## src/rtl/pair_issue.sv

```systemverilog
module pair_issue #(
  parameter int DW = 4
) (
  input  logic          clk,
  input  logic          rst_n,
  input  logic          stall_i,
  input  logic          f0_vld,
  input  logic [1:0]    f0_cls,
  input  logic [DW-1:0] f0_dst,
  input  logic          f1_vld,
  input  logic [1:0]    f1_cls,
  input  logic [DW-1:0] f1_dst,
  output logic          fetch_hold,
  output logic          int_vld,
  output logic [1:0]    int_cls,
  output logic [DW-1:0] int_dst,
  output logic          int_bubble,
  output logic          ls_vld,
  output logic [DW-1:0] ls_dst,
  output logic          ls_bubble
);
  localparam logic [1:0] C_ARI = 2'b01;
  localparam logic [1:0] C_LDS = 2'b10;

  logic          a_v, b_v;
  logic [1:0]    a_c, b_c;
  logic [DW-1:0] a_d, b_d;
  logic          go, pair, keep_b, a_ls;

  assign a_ls   = (a_c == C_LDS);
  assign go     = a_v & ~stall_i;
  assign pair   = a_v & b_v & (a_c == C_ARI) & (b_c == C_LDS) & (a_d != b_d);
  assign keep_b = go & b_v & ~pair;

  assign int_vld    = go & ~a_ls;
  assign int_cls    = a_c;
  assign int_dst    = a_d;
  assign ls_vld     = go & (a_ls | pair);
  assign ls_dst     = a_ls ? a_d : b_d;
  assign int_bubble = ~int_vld & (ls_vld | stall_i);
  assign ls_bubble  = ~ls_vld & (int_vld | stall_i);
  assign fetch_hold = stall_i | keep_b;

  always_ff @(posedge clk or negedge rst_n) begin
    if (!rst_n) begin
      a_v <= 1'b0;
      a_c <= '0;
      a_d <= '0;
      b_v <= 1'b0;
      b_c <= '0;
      b_d <= '0;
    end else if (!stall_i) begin
      if (keep_b) begin
        a_v <= 1'b1;
        a_c <= b_c;
        a_d <= b_d;
        b_v <= 1'b0;
      end else begin
        a_v <= f0_vld;
        a_c <= f0_cls;
        a_d <= f0_dst;
        b_v <= f0_vld & f1_vld;
        b_c <= f1_cls;
        b_d <= f1_dst;
      end
    end
  end

  // a shared cycle is always arithmetic then load/store on distinct destinations
  p_pair_r2: assert property (@(posedge clk) disable iff (!rst_n)
    (int_vld && ls_vld) |-> (int_cls == C_ARI && int_dst != ls_dst && !fetch_hold));

  // a retained instruction issues alone in the next unstalled cycle
  p_retain_r3: assert property (@(posedge clk) disable iff (!rst_n)
    (fetch_hold && !stall_i) |=> (stall_i || (int_vld ^ ls_vld)));

  // stall blocks both pipes and holds fetch
  p_lock_r7: assert property (@(posedge clk) disable iff (!rst_n)
    stall_i |-> (!int_vld && !ls_vld && fetch_hold));

  // stall keeps the window intact
  p_freeze_r7: assert property (@(posedge clk) disable iff (!rst_n)
    stall_i |=> ($stable(a_v) && $stable(a_d) && $stable(b_v) && $stable(b_d)));

endmodule

```

## config.mk

```make
export PLATFORM = sky130hd
export DESIGN_NAME = pair_issue
export DESIGN_NICKNAME = d
export VERILOG_FILES = /design/src/rtl/pair_issue.sv
export SDC_FILE = /design/constraint.sdc
export NUM_CORES = 1
export LEC_CHECK = 0
export ABC_CLOCK_PERIOD_IN_PS = 1800
export BUFFER_PORTS_ARGS = -buffer_cell sky130_fd_sc_hd__buf_2
export CORE_ASPECT_RATIO = 1.25
export CORE_UTILIZATION = 48
export CTS_BUF_LIST = sky130_fd_sc_hd__clkbuf_8
export DETAILED_ROUTE_END_ITERATION = 6
export HOLD_SLACK_MARGIN = 0.1
export PLACE_DENSITY = 0.8
export SETUP_SLACK_MARGIN = 0.2
export SLEW_MARGIN = 20
export SYNTH_ARGS = -nofsm -noshare
export SYNTH_HDL_FRONTEND = slang
export SYNTH_SLANG_ARGS = --single-unit
```

## constraint.sdc

```tcl
create_clock -name clk -period 1.8 [get_ports clk]
set_input_delay 0.09 -clock clk [delete_from_list [all_inputs] [get_ports clk]]
set_output_delay 0.09 -clock clk [all_outputs]
set_load 0.005 [all_outputs]
```

# After elaboration in Yosys (flattened, before gate mapping)
# Index checks and enable logic that the tools add are counted.
# word_totals
regBits	14
input_bits	17
# classes
n_eq_ne	4
muxes	5
n_bitwise	22
reduce_logical	1
# ops
op	count
bitwise AND 1 bit	12
two-way mux 4 bit	2
inverter 1 bit	6
== test 2 bit (second input constant)	2
!= test 4 bit	1
bitwise OR 1 bit	4
== test 2 x 1 -> 1 bit (second input constant)	1
two-way mux 1 bit	2
two-way mux 2 bit	1
AND reduction 2 bit	1

# Depth between registers and ports, before layout
# Gate-level depths: netlist (run 1).
# logic_depth
ltp_word	8
ltp_mapped	5
depth_no_buf	4

# Worst setup path after synthesis (run 1)
# OpenSTA, ideal clock, no wires.
# synth_path
kind	reg2reg
start	register a_c[1] (netlist: int_cls[1])
end	register b_c[1]
setup_time_ns	0.125
arrival_ns	1.469
t_required_ns	1.675
slack_ns	0.206
stages_incl_launch_ff	5
period_less_slack_ns	1.594
cell_sequence	dfrtp_1 -> and4bb_2 -> o41ai_4 -> a21oi_2 -> mux2_2
# synth_between
elab_chain_len	8
# synth_rtl
element	line_no	text
start, declared	26	logic [1:0] a_c, b_c;
start signal, assigned	60	a_c <= f0_cls;
== test 2 x 1 -> 1 bit	32	assign pair = a_v & b_v & (a_c == C_ARI) & (b_c == C_LDS) & (a_d != b_d);
bitwise AND 1 bit (3 in a row)	32	
inverter 1 bit	33	assign keep_b = go & b_v & ~pair;
bitwise AND 1 bit	33	
inverter 1 bit (no line)	--	
AND reduction 2 bit (no line)	--	
end signal, assigned	63	b_c <= f1_cls;
end, declared	26	
# Every way passes these cells.
# A chain may end at the register's enable or synchronous reset.

# Worst setup path after layout (run 1)
# layout_path
start	register b_d[0]
end	output fetch_hold
# layout_between
elab_chain_len	5
# layout_rtl
element	line_no	text
start, declared	27	logic [DW-1:0] a_d, b_d;
start signal, assigned	64	b_d <= f1_dst;
!= test 4 bit	32	
bitwise AND 1 bit	32	
inverter 1 bit	33	
bitwise AND 1 bit	33	
bitwise OR 1 bit	42	assign fetch_hold = stall_i | keep_b;
end, declared	13	output logic fetch_hold,
# Every way passes these cells.

==> results of run 1 <==
## cell type report
class	count	area [um2]
tap	17	21.3
sequential	14	354
fill	68	136
clock buffer	4	55.1
inverter	3	11.3
multi-input combinational	62	513
timing repair buffer	54	354
## cells in the final DEF, fill, tap and decap left out, drive strengths merged, types with 2 or more instances in the layout
cell / count
and2: 2
inv: 3
nor2: 6
buf: 45
a21oi: 8
clkbuf: 4
dlygate4sd3: 9
dfrtp: 14
o32ai: 5
mux2: 5
xor2: 4
nand2: 18
o21ai: 3
## per-layer routing
metal  wire, um  GRT usage (%)  vias to the layer above
met5          0              0                        -
met1       1140           35.0                      463
met4         75           8.57                        0
met3        151           4.27                       14
li1           -              -                      397
met2       1560           54.1                       51
## flip-flops by register name (all words and copies together), names as in the netlist
name     flops
b_d          4
int_dst      4
b_c          2
int_cls      2
a_v          1
b_v          1
## per-stage QoR
step | setup WS, ps | TNS, ps
detailed placement | 84.6 | 0
global route | -18.5 | -31.5
floorplan | 206 | 0
finish | 0.984 | 0
global placement | 125 | 0
CTS | 65.3 | 0
## what timing repair did
action / in CTS / in global routing
hold endpoints to repair: 22 / 0
setup buffers: 8 / 4
pin swaps: 8 / 7
gates resized for setup: 9 / 10
hold buffers: 9 / 0
endpoints found under the setup margin: 15 / 16
## kinds of logic (layout without fill, tap and decap cells)
kind of cell	Yosys count	count (layout)	synth area share, %
simple gates	29	29	16.4
compound gates	23	23	23.2
flops	14	14	45.0
mux	6	6	8.52
buf+inv	5	61	2.41
xor+xnor	4	4	4.50
## worst max-delay path by stage
stage | start | endpoint | slack, ps
after floorplan | int_cls[1]$_DFFE_PN0N_ | b_c[1]$_DFFE_PN0P_ | 210
after global routing | b_d[0]$_DFFE_PN0P_ | fetch_hold | -20
after detailed placement | b_d[2]$_DFFE_PN0P_ | b_d[1]$_DFFE_PN0P_ | 80
final | b_d[0]$_DFFE_PN0P_ | fetch_hold | 1
after global placement | int_cls[1]$_DFFE_PN0N_ | b_d[1]$_DFFE_PN0P_ | 120
after CTS | int_dst[2]$_DFFE_PN0N_ | ls_bubble | 70
## worst max-delay path: cells and delay by family, from the launching register on
family                    cells  cell delay, ps
AOI/OAI and AO/OA             2             430
xor gates and xnor gates      1             220
buffers and inverters         3             370
DFF                           1             430
## power groups by stage
| stage | registers (uW) | logic (uW) | clock network (uW) |
|---|---|---|---|
| 2_1_floorplan | 406 | 159 | 0 |
| 3_3_place_gp | 411 | 258 | 0 |
| 3_5_place_dp | 413 | 264 | 0 |
| 4_1_cts | 411 | 346 | 308 |
| 5_1_grt | 422 | 444 | 330 |
| 6_report | 418 | 419 | 318 |
==> impl_metrics.yaml, run 1 <==
sta:
  finalSetupViolations: 0
  hold_viol_final: 0
  min_period_over_period_pct: 99.9
  tightest_slew_ps: 543
  skew_ps: 1.47
  max_freq_ghz: 0.556
  drv_slew: 0
  finalHoldWorstSlack_ps: 99.7
  slew_headroom_pct: 63.8
  finalCriticalPeriod_ps: 1800
  grt_setup_unrepaired: "true"
logic_synthesis:
  synthCells: 81
  yosysSeqAreaShare_pct: 45.0
  avgSynthCellArea_um2: 9.61
  synth_most_common_cell: "nand2_1"
  synthTopCellsByArea: "dfrtp_1, nand2_1, mux2_2, o32ai_1, a21oi_1"
  syn-num-nets: 98
  yosys_warnings: 0
  ys_ff_latch: 14
  synth_ff_type: "dfrtp_1"
  synth_cell_types: 23
  syn_area_um2: 778
  async_flop_share_pct: 100
  synth_top_area_share_pct: 45.0
  synth_edf_count: 0
  synth_common_cells: "nand2_1, dfrtp_1, a21oi_1"
  synth_top_area_cell: "dfrtp_1"
placed_design:
  dpl.cell_count: 129
  io_buffers: 31
  postPlaceCellArea_um2: 962
  place.gp.congestion: 0.826
  place_hpwl_um: 1350
cts:
  ctsHtreeMaxLevel: 1
  numClockSinks: 14
  cts_root_buffer: "clkbuf_8"
  cts_tree: "built"
  cts_buffer_depth: 2
  numCtsBuffers: 3
  clkLatencyLatePin_ps: 250
  clk_pin_slew_ps: 60
detailed_routing:
  wl_per_cell_um: 19.0
  ant_nets: 0
  viasPerCell: 6.01
  firstDrtPassIters: 4
  drt_iter0_drc: 38
  vias: 925
  wl_um: 2920
  post-route-drc-count: 0
min_path:
  min_path_type: "in2reg"
  hold_path_depth: 3
  worstHoldEndpoint: "int_cls[1]$_DFFE_PN0N_"
  hold_start: "f0_cls[1]"
power:
  netSwitchingFraction_pct: 34.2
  power_density_nw_per_um2: 883
  power.leakage_uw: 0.000609
  total_power_uw: 1160
  pwr-share-comb_pct: 36.3
  power_switching_uw: 396
  p_clk_share_pct: 27.5
  p_int_uw: 760
  seqPwrFrac_pct: 36.2
  peakVddDrop_v: 0.000655
cells_and_area:
  nets: 155
  final_cells: 154
  diodes: 0
  finalCoreUtilization_pct: 90.6
  drive_gt1_share_pct: 51.8
  fin_area_um2: 1310
  syn_to_final_growth_pct: 68.2
setup_path:
  r2r_cells: 5
  crit_path_max_incr_delay_ps: 430
  critPathMaxFanout: 7
  crit_slowest_cell: "dfrtp_1"
  critPathKind: "reg2out"
  start_kind: "register"
  reg2reg_from: "b_d[2]$_DFFE_PN0P_"
  cp.arrival_ps: 1710
  reg2reg_slack_ps: 60
  worst_r2r_endpoint: "int_dst[1]$_DFFE_PN0N_"
  end_kind: "output pin"
  required_ps: 1710
  crit_chain: "xor2_2 > o41ai_4 > buf_4 > a21oi_4 > inv_1 > buf_2"
floorplanning:
  die_h_um: 47.0
  coreArea_um2: 1450
  initial_core_util_pct: 53.9
  io_pins: 32
  fp.dieW_um: 38.0
  die_area_um2: 1790
  floorplan.rows: 15
grt:
  grt_usage_pct: 29.2
  grt_max_degree: 15
  grt_remaining_overflow: 0
  antenna_found_initial: 0
  grt_pass1_wl_um: 3600
  first_global_vias: 796
run:
  max-cap-violations: 0
outcome:
  outcome: "completed"
No activity file was read; power rests on OpenSTA's default activity.
==> inputs of run 2 (changes only) <==
--- a/config.mk
+++ b/config.mk
@@ -5,14 +5,13 @@
 export SDC_FILE = /design/constraint.sdc
 export NUM_CORES = 1
 export LEC_CHECK = 0
-export ABC_CLOCK_PERIOD_IN_PS = 1800
+export ABC_CLOCK_PERIOD_IN_PS = 2260
 export BUFFER_PORTS_ARGS = -buffer_cell sky130_fd_sc_hd__buf_2
-export CORE_ASPECT_RATIO = 1.25
-export CORE_UTILIZATION = 48
+export CORE_UTILIZATION = 52
 export CTS_BUF_LIST = sky130_fd_sc_hd__clkbuf_8
 export DETAILED_ROUTE_END_ITERATION = 6
 export HOLD_SLACK_MARGIN = 0.1
-export PLACE_DENSITY = 0.8
+export PLACE_DENSITY = 0.85
 export SETUP_SLACK_MARGIN = 0.2
 export SLEW_MARGIN = 20
 export SYNTH_ARGS = -nofsm -noshare
==> constraint.sdc (replaced) <==
create_clock -name clk -period 2.26 [get_ports clk]
set_input_delay 0.113 -clock clk [delete_from_list [all_inputs] [get_ports clk]]
set_output_delay 0.113 -clock clk [all_outputs]
set_load 0.005 [all_outputs]
==> run 2 against run 1 <==
Against the previous run:
- combinational power down 50%
- final area down 22%
- non-clock buffer count down 21
- worst setup slack better by 390 ps
- hold slack better by 3.7 ps
- largest cell class unchanged
==> impl_metrics.yaml, run 2 (same netlist as run 1, synthesis figures left out) <==
power:
  pwr-share-comb_pct: 26.7
  p_int_uw: 538
  seqPwrFrac_pct: 42.2
  netSwitchingFraction_pct: 31.1
  power_density_nw_per_um2: 765
  power.leakage_uw: 0.000494
  p_clk_share_pct: 31.1
  power_switching_uw: 242
  total_power_uw: 780
  peakVddDrop_v: 0.000713
cells_and_area:
  nets: 134
  finalCoreUtilization_pct: 75.5
  syn_to_final_growth_pct: 31.0
  fin_area_um2: 1020
  drive_gt1_share_pct: 37.1
  fillers: 94
  final_cell_mix: "buf_2, nand2_1, dfrtp_1, a21oi_1, nor2_1"
  final_common_cell: "buf_2"
  diodes: 0
placed_design:
  io_buffers: 31
  postPlaceCellArea_um2: 945
  place.gp.congestion: 0.856
  place_hpwl_um: 1300
sta:
  tightest_slew_ps: 415
  skew_ps: 1.67
  slew_headroom_pct: 72.4
  fin_tns_setup_ps: 0
  finalSetupViolations: 0
  hold_viol_final: 0
  finalHoldWorstSlack_ps: 103
  grt_setup_unrepaired: "false"
  min_period_over_period_pct: 82.6
  finalCriticalPeriod_ps: 1870
  max_freq_ghz: 0.535
  drv_slew: 0
setup_path:
  reg2reg_from: "b_d[0]$_DFFE_PN0P_"
  start_kind: "register"
  critPathBufInv: 1
  critPathMaxFanout: 6
  end_kind: "output pin"
  cp.arrival_ps: 1750
  crit_path_max_incr_delay_ps: 540
  critPathLaunch: "b_d[0]$_DFFE_PN0P_"
  required_ps: 2150
  crit_slowest_cell: "o41a_1"
  critPathKind: "reg2out"
  crit_chain: "xor2_1 > o41a_1 > a31oi_1 > buf_2"
  reg2reg_slack_ps: 470
  critPathTopFamily: "compound AO/OA/AOI/OAI gates"
grt:
  grt_max_degree: 15
  grt_remaining_overflow: 0
  first_global_vias: 648
  antenna_found_initial: 0
  grt_pass1_wl_um: 2920
  grt_usage_pct: 27.5
floorplanning:
  floorplan.rows: 13
  die_area_um2: 1660
  fp.dieW_um: 40.7
  coreArea_um2: 1350
  initial_core_util_pct: 57.6
  die_h_um: 40.7
  io_pins: 32
detailed_routing:
  wl_um: 1940
  wl_per_cell_um: 14.8
  viasPerCell: 5.75
  firstDrtPassIters: 4
  ant_nets: 0
  vias: 753
  drt_iter0_drc: 17
  post-route-drc-count: 0
min_path:
  hold_start: "f1_dst[3]"
  min_path_type: "in2reg"
cts:
  clk_pin_slew_ps: 60
  numClockSinks: 14
  ctsHtreeMaxLevel: 1
  cts_tree: "built"
  clkLatencyLatePin_ps: 240
  cts_root_buffer: "clkbuf_8"
  cts_buffer_depth: 2
  post_cts_resized: 0
  numCtsBuffers: 3
outcome:
  outcome: "completed"
run:
  max-cap-violations: 0
[run 2: power by group through the flow]
stage | Sequential [uW] | Combinational [uW] | Clock, uW
final | 329 | 208 | 243
after global routing | 335 | 232 | 253
after CTS | 327 | 208 | 245
after detailed placement | 331 | 201 | 0
after global placement | 328 | 198 | 0
after floorplan | 323 | 127 | 0
[run 2: repair_timing]
action / 4_1_cts / 5_1_grt
setup buffers: 0 / 0
hold endpoints to repair: 15 / 0
hold buffers: 2 / 0
setup endpoints to repair: 0 / 0
[run 2: cell type report]
class | instances | area (um2) | share of cell area, %
multi-input combinational | 62 | 409 | 40.1
inverter | 3 | 11.3 | 1.10
clock buffer | 4 | 55.1 | 5.40
tap | 15 | 18.8 | 1.84
timing repair buffer | 33 | 175 | 17.2
sequential | 14 | 350 | 34.4
[run 2: worst paths after layout]
kind	endpoint	cells after the start
hold / removal	b_d[3]$_DFFE_PN0P_	2
max in group asynchronous	b_c[1]$_DFFE_PN0P_	2
setup reg to reg	b_v$_DFFE_PN0N_	4
min in group asynchronous	b_d[1]$_DFFE_PN0P_	2
hold reg to reg	b_c[1]$_DFFE_PN0P_	1
setup / recovery	ls_bubble	4
[run 2: worst reg2reg max path, cell delays in order, from the launching register on]
cell	delay (ps)
dfrtp_1	420
xor2_1	220
o41ai_4	460
nand2_1	270
a41o_1	310
[run 2: routing by layer]
metal | up-vias | routed length (um) | global-route usage, %
met5 | - | 0 | 0
met4 | 0 | 12 | 9.17
met3 | 2 | 105 | 5.98
met2 | 30 | 1020 | 45.6
met1 | 358 | 800 | 35.2
li1 | 363 | - | -
[run 2: per-stage QoR]
step                setup slack [ps]  cells
floorplan                        666     81
global placement                 552    125
detailed placement               529    125
CTS                              415    131
global route                     278    131
finish                           392    131
==> inputs of run 3 (changes only) <==
--- a/config.mk
+++ b/config.mk
@@ -5,13 +5,14 @@
 export SDC_FILE = /design/constraint.sdc
 export NUM_CORES = 1
 export LEC_CHECK = 0
-export ABC_CLOCK_PERIOD_IN_PS = 2260
+export ABC_CLOCK_PERIOD_IN_PS = 1700
 export BUFFER_PORTS_ARGS = -buffer_cell sky130_fd_sc_hd__buf_2
-export CORE_UTILIZATION = 52
+export CORE_ASPECT_RATIO = 1.25
+export CORE_UTILIZATION = 44
 export CTS_BUF_LIST = sky130_fd_sc_hd__clkbuf_8
 export DETAILED_ROUTE_END_ITERATION = 6
 export HOLD_SLACK_MARGIN = 0.1
-export PLACE_DENSITY = 0.85
+export PLACE_DENSITY = 0.77
 export SETUP_SLACK_MARGIN = 0.2
 export SLEW_MARGIN = 20
 export SYNTH_ARGS = -nofsm -noshare
==> constraint.sdc (replaced) <==
create_clock -name clk -period 1.7 [get_ports clk]
set_input_delay 0.085 -clock clk [delete_from_list [all_inputs] [get_ports clk]]
set_output_delay 0.085 -clock clk [all_outputs]
set_load 0.005 [all_outputs]
==> run 3 against run 2 <==
Against the previous run:
- the run now ends with negative setup slack left
- clock-buffer cell count unchanged
- non-clock buffer count rose by 25
- register-to-register slack got worse by 470 ps
- largest power group is now combinational cells
- clock skew rose by 2.6 ps
- critical endpoint unchanged
==> impl_metrics.yaml, run 3 (same netlist as run 1, synthesis figures left out) <==
setup_path:
  end_kind: "output pin"
  start_kind: "register"
  critPathKind: "reg2out"
  cp.arrival_ps: 1680
  critPathBufInv: 1
  crit_chain: "xor2_2 > o41a_1 > a31oi_1 > buf_2"
  required_ps: 1620
  critPathTopFamily: "compound AO/OA/AOI/OAI gates"
  crit_slowest_cell: "o41a_1"
  crit_path_max_incr_delay_ps: 490
  critPathMaxFanout: 3
grt:
  grt_usage_pct: 28.9
  antenna_found_initial: 0
  grt_remaining_overflow: 0
  grt_max_degree: 15
  grt_pass1_wl_um: 4000
  first_global_vias: 863
cts:
  cts_tree: "built"
  clkLatencyLatePin_ps: 250
  cts_buffer_depth: 2
  numClockSinks: 14
  clk_pin_slew_ps: 60
  cts_root_buffer: "clkbuf_8"
  ctsHtreeMaxLevel: 1
  numCtsBuffers: 3
sta:
  finalSetupViolations: 5
  finalHoldWorstSlack_ps: 107
  slew_headroom_pct: 74.9
  skew_ps: 4.26
  tightest_slew_ps: 376
  finalCriticalPeriod_ps: 1760
  drv_slew: 0
  fin_tns_setup_ps: -119
  grt_setup_unrepaired: "true"
  min_period_over_period_pct: 104
  max_freq_ghz: 0.567
  worst_slack_ps: -64.6
  hold_viol_final: 0
cells_and_area:
  drive_gt1_share_pct: 53.9
  nets: 159
  final_cell_mix: "buf_2, buf_4, nand2_1, dfrtp_1, dlygate4sd3_1"
  fin_area_um2: 1340
  diodes: 0
  fillers: 88
  final_common_cell: "buf_2"
  syn_to_final_growth_pct: 71.9
floorplanning:
  io_pins: 32
  die_h_um: 49.0
  die_area_um2: 1940
  fp.dieW_um: 39.6
  coreArea_um2: 1600
  initial_core_util_pct: 48.6
  floorplan.rows: 16
outcome:
  outcome: "finished with violations"
  violations: "negative setup slack"
power:
  peakVddDrop_v: 0.000637
  seqPwrFrac_pct: 35.4
  p_int_uw: 820
  netSwitchingFraction_pct: 32.0
  power_switching_uw: 385
  pwr-share-comb_pct: 37.9
  power_density_nw_per_um2: 901
  p_clk_share_pct: 26.7
  power.leakage_uw: 0.000632
placed_design:
  place.gp.congestion: 0.752
  io_buffers: 31
  postPlaceCellArea_um2: 1040
  place_hpwl_um: 1520
detailed_routing:
  wl_um: 2570
  post-route-drc-count: 0
  viasPerCell: 5.62
  ant_nets: 0
  wl_per_cell_um: 16.2
  firstDrtPassIters: 4
  vias: 893
  drt_iter0_drc: 10
min_path:
  min_path_type: "in2reg"
run:
  max-cap-violations: 0
-- run 3: cell count changes in the layout (fill, tap and decap cells not counted), sizes merged --
cell / delta
dlygate4sd3: +7
buf: +18
-- run 3: routing by layer --
metal / vias to the layer above / track usage [%] / wire [um]
li1: 410 / - / -
met1: 439 / 40.9 / 1030
met2: 37 / 45.6 / 1390
met3: 7 / 3.65 / 106
met4: 0 / 7.47 / 41
met5: - / 0 / 0
-- run 3: worst register-to-register path: stages (launching register included) --
cell and delay (ps):
dfrtp_1 410, xor2_2 210, o41ai_4 470, buf_4 220
nand2_4 70, buf_4 150, a21oi_1 110
-- run 3: through the flow --
stage / util (%) / setup WS [ps] / total power (uW) / std cells
global placement: 64.8 / 77.5 / 759 / 140
detailed placement: 64.8 / 8.55 / 769 / 140
floorplan: - / 106 / 599 / 81
CTS: 77.8 / -22.9 / 1140 / 157
finish: 83.5 / -64.6 / 1200 / 159
global route: 83.5 / -120 / 1270 / 159
-- run 3: final cells by class --
type / count / area (um2) / share of cell area [%]
clock buffers: 4 / 55.1 / 4.12
inverters: 3 / 11.3 / 0.842
multi-input cells: 62 / 510 / 38.2
flip-flops and latches: 14 / 350 / 26.2
well taps: 18 / 22.5 / 1.68
repair buffers: 58 / 388 / 29.0
-- run 3: path summary, 6_finish.rpt --
check / end / slack [ps] / from / cells after the start
setup reg to reg: int_cls[0]$_DFFE_PN0N_ / 0 / int_dst[2]$_DFFE_PN0N_ / 6
min in group asynchronous: int_dst[3]$_DFFE_PN0N_ / 280 / rst_n / 2
max in group asynchronous: b_d[3]$_DFFE_PN0P_ / 1180 / rst_n / 2
hold / removal: int_dst[0]$_DFFE_PN0N_ / 110 / f0_dst[0] / 3
hold reg to reg: b_c[1]$_DFFE_PN0P_ / 530 / b_c[1]$_DFFE_PN0P_ / 1
setup / recovery: ls_bubble / -60 / int_dst[0]$_DFFE_PN0N_ / 4
-- run 3: power groups by stage --
stage / clock [uW] / combinational (uW) / sequential [uW]
2_1_floorplan: 0 / 169 / 430
3_3_place_gp: 0 / 337 / 421
3_5_place_dp: 0 / 345 / 423
4_1_cts: 327 / 394 / 418
5_1_grt: 342 / 493 / 431
6_report: 322 / 457 / 426
-- run 3: timing repair --
action	CTS	global route
resized for setup	6	15
hold buffers	9	0
setup endpoints to repair	16	21
endpoints found under the hold margin	22	0
pin swaps	4	6
buffers inserted	4	2
